### src/rtl/flm_pkg.sv
package flm_pkg;
  typedef enum logic [1:0] {
    TS_IDLE       = 2'd0,
    TS_WAIT_RSP   = 2'd1,
    TS_WAIT_RETRY = 2'd2
  } tstate_e;
endpackage

### src/rtl/flm_thread_slot.sv
module flm_thread_slot
  import flm_pkg::*;
#(
  parameter int ADDR_W    = 32,
  parameter int LINE_BITS = 512
) (
  input  logic                 clk,
  input  logic                 rst_n,
  input  logic                 issue_i,
  input  logic                 issue_acc_i,
  input  logic [ADDR_W-1:0]    issue_addr_i,
  input  logic                 promote_i,
  input  logic                 rsp_take_i,
  input  logic [LINE_BITS-1:0] rsp_data_i,
  input  logic                 squash_i,
  output tstate_e              state_o,
  output logic                 valid_o,
  output logic [ADDR_W-1:0]    addr_o,
  output logic                 seq_o,
  output logic [LINE_BITS-1:0] data_o
);
  tstate_e             state_q, state_n;
  logic                valid_q, valid_n;
  logic [ADDR_W-1:0]   addr_q, addr_n;
  logic                seq_q, seq_n;
  logic                data_en;
  logic [LINE_BITS-1:0] data_q;

  always_comb begin
    state_n = state_q;
    valid_n = valid_q;
    addr_n  = addr_q;
    seq_n   = seq_q;
    data_en = 1'b0;
    if (squash_i) begin
      state_n = TS_IDLE;
    end else if (issue_i) begin
      addr_n  = issue_addr_i;
      valid_n = 1'b0;
      seq_n   = ~seq_q;
      state_n = issue_acc_i ? TS_WAIT_RSP : TS_WAIT_RETRY;
    end else if (promote_i) begin
      state_n = TS_WAIT_RSP;
    end else if (rsp_take_i) begin
      valid_n = 1'b1;
      state_n = TS_IDLE;
      data_en = 1'b1;
    end
  end

  always_ff @(posedge clk or negedge rst_n) begin
    if (!rst_n) begin
      state_q <= TS_IDLE;
      valid_q <= 1'b0;
      addr_q  <= '0;
      seq_q   <= 1'b0;
    end else begin
      state_q <= state_n;
      valid_q <= valid_n;
      addr_q  <= addr_n;
      seq_q   <= seq_n;
    end
  end

  always_ff @(posedge clk) begin
    if (data_en) data_q <= rsp_data_i;
  end

  assign state_o = state_q;
  assign valid_o = valid_q;
  assign addr_o  = addr_q;
  assign seq_o   = seq_q;
  assign data_o  = data_q;


  wait_rsp_invalid_chk: assert property (@(posedge clk) disable iff (!rst_n)
    state_q == TS_WAIT_RSP |-> !valid_q);

  squash_idle_chk: assert property (@(posedge clk) disable iff (!rst_n)
    squash_i |=> state_q == TS_IDLE);

  rsp_fill_chk: assert property (@(posedge clk) disable iff (!rst_n)
    rsp_take_i && !squash_i |=> valid_q && state_q == TS_IDLE);
endmodule

### src/rtl/flm_retry_slot.sv
module flm_retry_slot #(
  parameter int ADDR_W = 32,
  parameter int TID_W  = 1,
  parameter int TAG_W  = 2
) (
  input  logic              clk,
  input  logic              rst_n,
  input  logic              park_i,
  input  logic [TID_W-1:0]  park_tid_i,
  input  logic [ADDR_W-1:0] park_addr_i,
  input  logic [TAG_W-1:0]  park_tag_i,
  input  logic              owner_squash_i,
  input  logic              resend_acc_i,
  input  logic              retry_i,
  output logic              slot_v_o,
  output logic [TID_W-1:0]  slot_tid_o,
  output logic [ADDR_W-1:0] slot_addr_o,
  output logic [TAG_W-1:0]  slot_tag_o,
  output logic              blocked_o
);
  logic              v_q, v_n, blk_q, blk_n, load;
  logic [TID_W-1:0]  tid_q;
  logic [ADDR_W-1:0] addr_q;
  logic [TAG_W-1:0]  tag_q;

  always_comb begin
    v_n   = v_q;
    blk_n = blk_q;
    load  = 1'b0;
    if (park_i) begin
      v_n   = 1'b1;
      blk_n = 1'b1;
      load  = 1'b1;
    end else if (owner_squash_i || resend_acc_i) begin
      v_n   = 1'b0;
      blk_n = 1'b0;
    end else if (retry_i && !v_q) begin
      blk_n = 1'b0;
    end
  end

  always_ff @(posedge clk or negedge rst_n) begin
    if (!rst_n) begin
      v_q    <= 1'b0;
      blk_q  <= 1'b0;
      tid_q  <= '0;
      addr_q <= '0;
      tag_q  <= '0;
    end else begin
      v_q   <= v_n;
      blk_q <= blk_n;
      if (load) begin
        tid_q  <= park_tid_i;
        addr_q <= park_addr_i;
        tag_q  <= park_tag_i;
      end
    end
  end

  assign slot_v_o    = v_q;
  assign slot_tid_o  = tid_q;
  assign slot_addr_o = addr_q;
  assign slot_tag_o  = tag_q;
  assign blocked_o   = blk_q;


  slot_blocked_chk: assert property (@(posedge clk) disable iff (!rst_n)
    v_q |-> blk_q);

  squash_unblock_chk: assert property (@(posedge clk) disable iff (!rst_n)
    owner_squash_i |=> !blk_q && !v_q);

  resend_unblock_chk: assert property (@(posedge clk) disable iff (!rst_n)
    resend_acc_i && !owner_squash_i |=> !blk_q);
endmodule

### src/rtl/fetch_line_mgr.sv
module fetch_line_mgr
  import flm_pkg::*;
#(
  parameter int NUM_THREADS = 2,
  parameter int ADDR_W      = 32,
  parameter int LINE_BYTES  = 64,
  parameter int CNT_W       = 16,
  localparam int TID_W      = (NUM_THREADS > 1) ? $clog2(NUM_THREADS) : 1,
  localparam int TAG_W      = TID_W + 1,
  localparam int LINE_BITS  = LINE_BYTES * 8
) (
  input  logic                   clk,
  input  logic                   rst_n,
  input  logic                   fetch_valid_i,
  input  logic [TID_W-1:0]       fetch_tid_i,
  input  logic [ADDR_W-1:0]      fetch_pc_i,
  input  logic                   irq_pending_i,
  input  logic [NUM_THREADS-1:0] squash_i,
  output logic                   line_ready_o,
  output logic [LINE_BITS-1:0]   line_data_o,
  output logic                   req_valid_o,
  input  logic                   req_ready_i,
  output logic [ADDR_W-1:0]      req_addr_o,
  output logic [TAG_W-1:0]       req_tag_o,
  input  logic                   retry_i,
  input  logic                   rsp_valid_i,
  input  logic [TAG_W-1:0]       rsp_tag_i,
  input  logic [LINE_BITS-1:0]   rsp_data_i,
  output logic [NUM_THREADS-1:0] wait_rsp_o,
  output logic [NUM_THREADS-1:0] wait_retry_o,
  output logic                   cache_blocked_o,
  output logic [CNT_W-1:0]       stale_cnt_o
);
  localparam int OFF_W = $clog2(LINE_BYTES);

  tstate_e              thr_state [NUM_THREADS];
  logic                 thr_valid [NUM_THREADS];
  logic [ADDR_W-1:0]    thr_addr  [NUM_THREADS];
  logic                 thr_seq   [NUM_THREADS];
  logic [LINE_BITS-1:0] thr_data  [NUM_THREADS];

  logic              slot_v, blocked;
  logic [TID_W-1:0]  slot_tid;
  logic [ADDR_W-1:0] slot_addr;
  logic [TAG_W-1:0]  slot_tag;

  logic [ADDR_W-1:0] aligned_pc;
  logic              hit, irq_hold, new_issue, resend, rsp_take;
  logic [TID_W-1:0]  rsp_tid;
  logic [CNT_W-1:0]  cnt_q, cnt_n;

  always_comb begin
    aligned_pc = {fetch_pc_i[ADDR_W-1:OFF_W], {OFF_W{1'b0}}};
    hit        = fetch_valid_i && thr_valid[fetch_tid_i]
                 && (thr_addr[fetch_tid_i] == aligned_pc);
    irq_hold   = irq_pending_i && (fetch_pc_i[1:0] == 2'b00);
    new_issue  = fetch_valid_i && !hit && (thr_state[fetch_tid_i] == TS_IDLE)
                 && !blocked && !irq_hold && !squash_i[fetch_tid_i];
    resend     = retry_i && slot_v && !squash_i[slot_tid];
    rsp_tid    = rsp_tag_i[TAG_W-1:1];
    rsp_take   = rsp_valid_i && (thr_state[rsp_tid] == TS_WAIT_RSP)
                 && (rsp_tag_i[0] == thr_seq[rsp_tid]) && !squash_i[rsp_tid];
    cnt_n      = (rsp_valid_i && !rsp_take) ? cnt_q + CNT_W'(1) : cnt_q;
  end

  assign req_valid_o  = new_issue || resend;
  assign req_addr_o   = resend ? slot_addr : aligned_pc;
  assign req_tag_o    = resend ? slot_tag : {fetch_tid_i, ~thr_seq[fetch_tid_i]};
  assign line_ready_o = hit;
  assign line_data_o  = thr_data[fetch_tid_i];

  for (genvar t = 0; t < NUM_THREADS; t++) begin : g_thr
    flm_thread_slot #(.ADDR_W(ADDR_W), .LINE_BITS(LINE_BITS)) u_slot (
      .clk          (clk),
      .rst_n        (rst_n),
      .issue_i      (new_issue && (fetch_tid_i == TID_W'(t))),
      .issue_acc_i  (req_ready_i),
      .issue_addr_i (aligned_pc),
      .promote_i    (resend && req_ready_i && (slot_tid == TID_W'(t))),
      .rsp_take_i   (rsp_take && (rsp_tid == TID_W'(t))),
      .rsp_data_i   (rsp_data_i),
      .squash_i     (squash_i[t]),
      .state_o      (thr_state[t]),
      .valid_o      (thr_valid[t]),
      .addr_o       (thr_addr[t]),
      .seq_o        (thr_seq[t]),
      .data_o       (thr_data[t])
    );
    assign wait_rsp_o[t]   = (thr_state[t] == TS_WAIT_RSP);
    assign wait_retry_o[t] = (thr_state[t] == TS_WAIT_RETRY);
  end

  flm_retry_slot #(.ADDR_W(ADDR_W), .TID_W(TID_W), .TAG_W(TAG_W)) u_retry (
    .clk            (clk),
    .rst_n          (rst_n),
    .park_i         (new_issue && !req_ready_i),
    .park_tid_i     (fetch_tid_i),
    .park_addr_i    (aligned_pc),
    .park_tag_i     ({fetch_tid_i, ~thr_seq[fetch_tid_i]}),
    .owner_squash_i (slot_v && squash_i[slot_tid]),
    .resend_acc_i   (resend && req_ready_i),
    .retry_i        (retry_i),
    .slot_v_o       (slot_v),
    .slot_tid_o     (slot_tid),
    .slot_addr_o    (slot_addr),
    .slot_tag_o     (slot_tag),
    .blocked_o      (blocked)
  );

  assign cache_blocked_o = blocked;

  always_ff @(posedge clk or negedge rst_n) begin
    if (!rst_n) cnt_q <= '0;
    else        cnt_q <= cnt_n;
  end

  assign stale_cnt_o = cnt_q;


  blocked_no_new_chk: assert property (@(posedge clk) disable iff (!rst_n)
    cache_blocked_o && !retry_i |-> !req_valid_o);

  hit_no_req_chk: assert property (@(posedge clk) disable iff (!rst_n)
    line_ready_o && !retry_i |-> !req_valid_o);

  irq_hold_chk: assert property (@(posedge clk) disable iff (!rst_n)
    irq_pending_i && fetch_pc_i[1:0] == 2'b00 && !retry_i |-> !req_valid_o);

  stale_count_chk: assert property (@(posedge clk) disable iff (!rst_n)
    rsp_valid_i && !rsp_take |=> stale_cnt_o == $past(stale_cnt_o) + CNT_W'(1));

  req_align_chk: assert property (@(posedge clk) disable iff (!rst_n)
    req_valid_o |-> req_addr_o[OFF_W-1:0] == '0);
endmodule

### config.mk
export PLATFORM = sky130hd
export DESIGN_NAME = fetch_line_mgr
export DESIGN_NICKNAME = d
export VERILOG_FILES = /design/src/rtl/flm_pkg.sv /design/src/rtl/flm_thread_slot.sv /design/src/rtl/flm_retry_slot.sv /design/src/rtl/fetch_line_mgr.sv
export SDC_FILE = /design/constraint.sdc
export NUM_CORES = 1
export LEC_CHECK = 0
export ABC_AREA = 1
export BUFFER_PORTS_ARGS = -buffer_cell sky130_fd_sc_hd__buf_2
export CORE_AREA = 2 2 436 438
export DETAILED_ROUTE_END_ITERATION = 16
export DIE_AREA = 0 0 438 440
export GPL_ROUTABILITY_DRIVEN = 0
export PLACE_DENSITY = 0.47
export SLEW_MARGIN = 0
export SYNTH_ARGS = -nofsm -noshare
export SYNTH_HDL_FRONTEND = slang
export SYNTH_HIERARCHICAL = 1
export SYNTH_SLANG_ARGS = --single-unit
### constraint.sdc
create_clock -name clk -period 60.8 [get_ports clk]
set_clock_uncertainty 0.15 [all_clocks]
set_input_delay 9.12 -clock clk [delete_from_list [all_inputs] [get_ports clk]]
set_output_delay 9.12 -clock clk [all_outputs]
set_load 0.02 [all_outputs]
==> metrics.md, run 1 <==
| Metric | Value |
|---|---|
| Status | `completed` |
| Share of layout cells above drive strength 1 | `0.276` |
| Synthesized netlist cell count | `~3.6k` |
| Final hold violations | `0` |
| Mean Syn Cell Area | `roughly 12 µm²` |
| Overall routing resource usage | `0.166` |
| Wirelength, routed | `167 mm` |
| Hold WC Path Type | `reg -> reg` |
| PortBufs | `1,120` |
| Async SR Flop Fraction | `0.109` |
| Area contributors post-synth | `edfxtp_1 (70%), nand2_1 (17%), dfrtp_1 (7.1%), buf_2 (1.0%), nor2_1 (0.75%)` |
| Setup Buffers After CTS | `0` |
| TritonCTS clock tree | `yes` |
| Initial antenna violation count | `about 120` |
| Setup slack, reg-to-reg | `roughly 54,000 ps` |
| Fmax | `between 40 and 50 MHz` |
| Register bit count reported by yosys | `about 1.1k` |
| Compound-Gate Fraction of Synth Area | `0.00539` |
| Inst Count DP | `7,177` |
| Synth warnings | `6` |
| Root Buffer | `clkbuf_16` |
| Multiplexer share of the synthesized area | `0.000485` |
| Top cell type's share of synthesized area | `0.701` |
| Worst vdd ir | `about 0.000022 V` |
| Clk buf depth | `3` |
| Static Leak | `~0.024 µW` |
| WL/cell | `roughly 22 µm` |
| Adder-cell share of the synthesized area | `0.000285` |
| Worst slew pin tran | `between 1000 and 1500 ps` |
| Area delta synth->final | `28.9%` |
| Fin. max-slew vios | `0` |
| Num ports | `around 1.1k` |
| Critical path peak fanout | `176` |
| Die area | `193,000 µm²` |
| Post-synthesis xor/xnor area fraction | `0.00339` |
| Drt first-iter violations | `about 2.6k` |
| Setup violators final | `0` |
| Placed cell area | `52,200 µm²` |
| Die W | `roughly 440 µm` |
| Worst hold path depth | `2` |
| Fin worst setup slack | `38,690 ps` |
| RSZ-0062 raised after global routing | `no` |
| Startpoint types | `primary input` |
| Crit path DAT | `12,840 ps` |
| Final cell count without fillers | `roughly 7.5k` |
| Most frequent cell after synthesis | `nand2_1` |
| Cells on worst reg2reg path | `12` |
| Pin count of the biggest net entering global routing | `approximately 220` |
| Cts repair resizes | `0` |
| CTS Hold Buffers Added | `0` |
| Fin area | `about 57,000 µm²` |
| CP Class | `in -> out` |
| Drt via density | `4.16` |
| PD cells | `about 34 nW/µm²` |
| TritonRoute pass-1 iters | `6` |
| Rows | `between 150 and 200` |
| Reg-to-reg critical path endpoint | `g_thr[0].u_slot/data_o[457]` |
| Period utilisation layout | `0.364` |
| Synth area leader | `edfxtp_1` |
| H-tree Lvls | `4` |
| Die H | `between 400 and 500 µm` |
| Reg clk slew, reported paths | `60 ps` |
| Setup TNS | `0 ps` |
| Synth cell types | `34` |
| Top post-synthesis cells by count | `nand2_1 (2,030), edfxtp_1 (1,024), dfrtp_1 (125)` |
| DRC Markers | `0` |
| Hold_ws | `approximately 320 ps` |
| Rel. slew slack | `0.122` |
| Placement Setup Slack | `roughly 39,000 ps` |
| Worst Hold End | `u_retry/slot_tag_o[0]` |
| CORE AREA | `~190,000 µm²` |
| Top_reg_cell synth | `edfxtp_1` |
| Simple-Gate Fraction of Synth Area | `0.192` |
| Number of global-route vias before repair | `28.8k` |
| Min-delay src | `u_retry/slot_tag_o[0]` |
| Clock sink count | `1,149` |
| Grt total ovfl | `0` |
| Dpl hpwl | `~120 mm` |
| Post-synth EDFFs | `1,024` |
| Clock latency on the worst-skew pair | `slightly below 800 ps` |
| Initial Util | `0.233` |
| Antenna Nets Post-Route | `0` |
| CP startpoint | `fetch_tid_i` |
| First-pass GRT wire length | `roughly 230 mm` |
| Num CTS Buffers | `136` |
| Req. time, crit path | `about 52,000 ps` |
| Final min period | `roughly 22,000 ps` |
| Post-synthesis sequential area ratio | `0.772` |
| CP endpoint kind | `output port` |
| Largest family of logic cells by synthesized area | `simple AND/OR/NAND/NOR gates` |
| FF-to-FF Start | `u_retry/slot_tid_o` |
| Fin nets | `approximately 5.4k` |
| Mapped Area | `43,900 µm²` |
| Via count | `a little over 30k` |
| MaxCap Viol Count | `0` |
## final cells by class
class | count | area, µm²
diodes | 28 | 70.1
inverters | 86 | 359
well taps | 2511 | 3140
repair buffers | 1148 | 5870
clock buffers | 172 | 3690
clock inverters | 75 | 628
fillers | 19400 | 132000
multi-input cells | 2283 | 8920
flip-flops and latches | 1149 | 33900
## cells by family (layout without fill, tap and decap cells)
| kind of cell | Yosys count | in the layout |
|---|---|---|
| fa+ha+maj | 1 | 1 |
| xor+xnor | 17 | 17 |
| buf+inv | 234 | 1481 |
| mux | 2 | 2 |
| compound gates | 44 | 44 |
| flops | 1149 | 1149 |
| other cells | 1 | 46 |
| simple gates | 2201 | 2201 |
## stage by stage
step | util | total power [µW]
floorplan | - | 1040
global placement | 0.277 | 1120
detailed placement | 0.277 | 1130
CTS | 0.300 | 1930
global route | 0.300 | 1980
finish | 0.300 | 1900
## how the worst max path moves through the flow
stage | cells after the start | end | slack (ps)
3_3_place_gp | 7 | line_data_o[334] | 38660
6_report | 7 | line_data_o[334] | 38690
4_1_cts | 7 | line_data_o[332] | 38630
2_1_floorplan | 15 | g_thr[1].u_slot/data_o[0] | 27870
5_1_grt | 7 | line_data_o[332] | 38450
3_5_place_dp | 7 | line_data_o[334] | 38640
## registers in the layout (all words and copies together), names as in the netlist
name and flops:
u_retry/slot_v_o 1, u_retry/slot_tag_o 2, g_thr.u_slot/valid_o 2, g_thr.u_slot/addr_o 64
u_retry/slot_addr_o 32, u_retry/blocked_o 1, stale_cnt_o 16, u_retry/slot_tid_o 1
g_thr.u_slot/data_o 1024, g_thr.u_slot/state_o 4, g_thr.u_slot/seq_o 2
## placed cells by master, fill, tap and decap left out, drive strengths merged
| master | n |
|---|---|
| o211ai | 1 |
| ha | 1 |
| clkbuf | 172 |
| clkinv | 61 |
| o21ai | 11 |
| nor3 | 14 |
| clkinvlp | 2 |
| nor3b | 1 |
| a21oi | 29 |
| dfrtp | 125 |
| nand3b | 2 |
| nor2 | 89 |
| o2111ai | 1 |
| mux2i | 1 |
| nor4 | 1 |
| bufinv | 5 |
| nand2 | 2035 |
| a31oi | 2 |
| xor2 | 6 |
| conb | 18 |
| nand3 | 51 |
| xnor2 | 11 |
| inv | 93 |
| buf | 1148 |
| nand4 | 8 |
| edfxtp | 1024 |
| mux2 | 1 |
| diode | 28 |
## where the power goes
| part | switching [µW] | internal [µW] | leakage (µW) | total (µW) |
|---|---|---|---|---|
| Clock | 338 | 454 | 0.00211 | 793 |
| Sequential | 19.9 | 894 | 0.0108 | 914 |
| Combinational | 133 | 61.3 | 0.0115 | 194 |
| Total | 491 | 1410 | 0.0244 | 1900 |
## critical path, cell delays in order
cell     delay [ps]
buf_8           410
buf_4           730
buf_4           790
buf_12          700
nand2_1         120
nand2_1         300
buf_2           280
## per-layer routing
| metal | part of all wire | GRT usage |
|---|---|---|
| met2 | 0.48 | 0.269 |
| met1 | 0.39 | 0.202 |
| met4 | 0.031 | 0.0544 |
| met5 | 0.0044 | 0 |
| met3 | 0.10 | 0.0649 |
(Power assumes the default switching activity.)
==> run 2: changes to the inputs <==
--- a/config.mk
+++ b/config.mk
@@ -7,11 +7,11 @@
 export LEC_CHECK = 0
 export ABC_AREA = 1
 export BUFFER_PORTS_ARGS = -buffer_cell sky130_fd_sc_hd__buf_2
-export CORE_AREA = 2 2 436 438
+export CORE_AREA = 2 2 439 441
 export DETAILED_ROUTE_END_ITERATION = 16
-export DIE_AREA = 0 0 438 440
+export DIE_AREA = 0 0 441 443
 export GPL_ROUTABILITY_DRIVEN = 0
-export PLACE_DENSITY = 0.47
+export PLACE_DENSITY = 0.46
 export SLEW_MARGIN = 0
 export SYNTH_ARGS = -nofsm -noshare
 export SYNTH_HDL_FRONTEND = slang
==> constraint.sdc (replaced) <==
create_clock -name clk -period 21.6 [get_ports clk]
set_clock_uncertainty 0.15 [all_clocks]
set_input_delay 3.24 -clock clk [delete_from_list [all_inputs] [get_ports clk]]
set_output_delay 3.24 -clock clk [all_outputs]
set_load 0.02 [all_outputs]
==> run 2 against run 1 <==
First-iteration DRC count is 1.7% higher. Wire length is 0.16% higher. Via count shrank 0.68%. Non-clock buffer count rose by 3. Count of clock-buffer cells in the layout increased by 2. Global-route usage hardly changed. Register-to-register slack worse by 38000 ps. Largest power group unchanged.
==> metrics.md, run 2 (synthesized netlist as in run 1, its figures left out) <==
| Metric | Value |
|---|---|
| Status | `completed` |
| FF-to-FF Start | `u_retry/slot_tid_o` |
| Min-delay src | `u_retry/slot_addr_o[12]` |
| Pin count of the biggest net entering global routing | `202` |
| TritonCTS clock tree | `yes` |
| First-pass GRT wire length | `228 mm` |
| Initial antenna violation count | `around 130` |
| CP endpoint | `line_data_o[309]` |
| Rows | `roughly 160` |
| Grt total ovfl | `0` |
| TritonRoute pass-1 iters | `5` |
| Crit path DAT | `between 6000 and 7000 ps` |
| Overall routing resource usage | `0.167` |
| Area delta synth->final | `29.0%` |
| Num CTS Buffers | `between 100 and 150` |
| Setup violators final | `0` |
| Fin. max-slew vios | `0` |
| DRC Markers | `0` |
| Rel. slew slack | `0.227` |
| Cell Chain, Critical Path | `buf_8 > clkinv_16 > buf_4 > buf_4 > nand2_1 > nand2_1 > buf_2` |
| Startpoint types | `primary input` |
| Hold WC Path Type | `reg -> reg` |
| Sw Pwr | `between 1000 and 1500 µW` |
| Num ports | `~1.1k` |
| Dpl hpwl | `between 100 and 150 mm` |
| Drt first-iter violations | `2,644` |
| Top delay family on crit path | `buffers and inverters` |
| Fin worst setup slack | `~12,000 ps` |
| Sw frac | `0.262` |
| Die area | `a little under 200,000 µm²` |
| Period utilisation layout | `0.467` |
| PD cells | `around 94 nW/µm²` |
| Cts repair resizes | `0` |
| Critical Path Slowest Stage Cell | `buf_4` |
| Clock latency on the worst-skew pair | `about 800 ps` |
| Setup Buffers After CTS | `0` |
| RSZ-0062 raised after global routing | `no` |
| Fin nets | `5,365` |
| Cells on worst reg2reg path | `11` |
| Register area | `between 30,000 and 40,000 µm²` |
| Die W | `about 440 µm` |
| CP endpoint kind | `output port` |
| Final min period | `slightly above 10,000 ps` |
| Setup TNS | `0 ps` |
| Share of layout cells above drive strength 1 | `0.276` |
| Max incr delay on CP | `between 900 and 1000 ps` |
| Antenna Nets Post-Route | `0` |
| Clock sink count | `1,149` |
| Setup slack, reg-to-reg | `15,690 ps` |
| Commonest non-fill, non-tap cells in the layout | `nand2_1 (2,030), buf_2 (1,118), edfxtp_1 (1,024)` |
| Worst vdd ir | `0.0000568 V` |
| CTS Hold Buffers Added | `0` |
| Final hold violations | `0` |
| Final cell count without fillers | `~7.5k` |
| Fill cell count | `between 15k and 20k` |
| Clk buf depth | `3` |
| Internal power | `3940 µW` |
| Inst Count DP | `7,195` |
| Critical path buffers and inverters | `5` |
| Die H | `roughly 440 µm` |
| Reg clk slew, reported paths | `~50 ps` |
| Wirelength, routed | `around 170 mm` |
| Logic pwr share | `0.102` |
| Initial Util | `0.229` |
| Crit path depth | `7` |
| Commonest non-fill, non-tap cell in the layout | `nand2_1` |
| Root Buffer | `clkbuf_16` |
| Number of global-route vias before repair | `28.9k` |
| MaxCap Viol Count | `0` |
| Critical path peak fanout | `201` |
| Multi-input gate area | `8920 µm²` |
| CORE AREA | `~190,000 µm²` |
| H-tree Lvls | `4` |
| Clock share of power | `0.416` |
| Static Leak | `~0.024 µW` |
| CP Class | `in -> out` |
| Placement Setup Slack | `between 10,000 and 15,000 ps` |
| Worst slew pin tran | `~1200 ps` |
| Reg-to-reg critical path endpoint | `g_thr[1].u_slot/data_o[172]` |
| Reg power frac | `0.482` |
| Req. time, crit path | `between 15,000 and 20,000 ps` |
| Via count | `a little over 30k` |
| Hold_ws | `320 ps` |
| Fmax | `around 99 MHz` |
| CP startpoint | `fetch_tid_i` |
| Drt via density | `about 4.1` |
| Max reg flops | `1,024` |
| PortBufs | `1,120` |
| WL/cell | `22.4 µm` |
==> run 2: cell count changes in the layout (fill, tap and decap cells not counted), sizes merged <==
cell,previous run,this run
inv,93,91
clkinvlp,2,7
clkinv,61,58
buf,1148,1151
clkbuf,172,174
==> run 2: area by class of cell <==
cell class	instances	share of cell area
Inverter	86	0.00635
Antenna cell	28	0.00124
Clock inverter	75	0.0129
Multi-Input combinational cell	2283	0.158
Timing Repair Buffer	1151	0.104
Sequential cell	1149	0.599
Tap cell	2526	0.0559
Clock buffer	174	0.0634
==> run 2: worst min-delay path by stage <==
stage               slack, ps                       to  cells after the start
floorplan                 290    u_retry/slot_tag_o[0]                      2
global placement          300    u_retry/slot_tag_o[0]                      2
detailed placement        310  u_retry/slot_addr_o[11]                      2
CTS                       320   u_retry/slot_addr_o[6]                      2
global route              340  u_retry/slot_addr_o[24]                      2
finish                    320  u_retry/slot_addr_o[12]                      2
==> run 2: stage by stage <==
step / power [µW] / area, µm² / utilization
2_1_floorplan: 2920 / 43900 / -
3_3_place_gp: 3160 / 52200 / 0.273
4_1_cts: 5410 / 56500 / 0.296
6_report: 5340 / 56600 / 0.296
3_5_place_dp: 3170 / 52200 / 0.273
5_1_grt: 5560 / 56500 / 0.296
==> run 2: worst register-to-register path, delay by kind of cell, from the launching register on <==
kind            cells  cell delay, ps
compound gates      1             130
simple gates        6            1660
buf+inv             4            3090
flops               1             430
==> run 2: routing by layer <==
layer | wire length, µm | GRT usage | vias to the layer above
li1 | - | - | 14400
met1 | 64200 | 0.196 | 14800
met2 | 82000 | 0.276 | 1092
met3 | 15700 | 0.0676 | 358
met4 | 4770 | 0.0489 | 114
met5 | 726 | 0 | -
==> run 2: power groups by stage <==
| stage | Sequential [µW] | Combinational (µW) | Clock, µW |
|---|---|---|---|
| finish | 2570 | 544 | 2220 |
| global route | 2580 | 606 | 2370 |
| CTS | 2570 | 554 | 2290 |
| detailed placement | 2610 | 552 | 0 |
| global placement | 2610 | 545 | 0 |
| floorplan | 2620 | 303 | 0 |
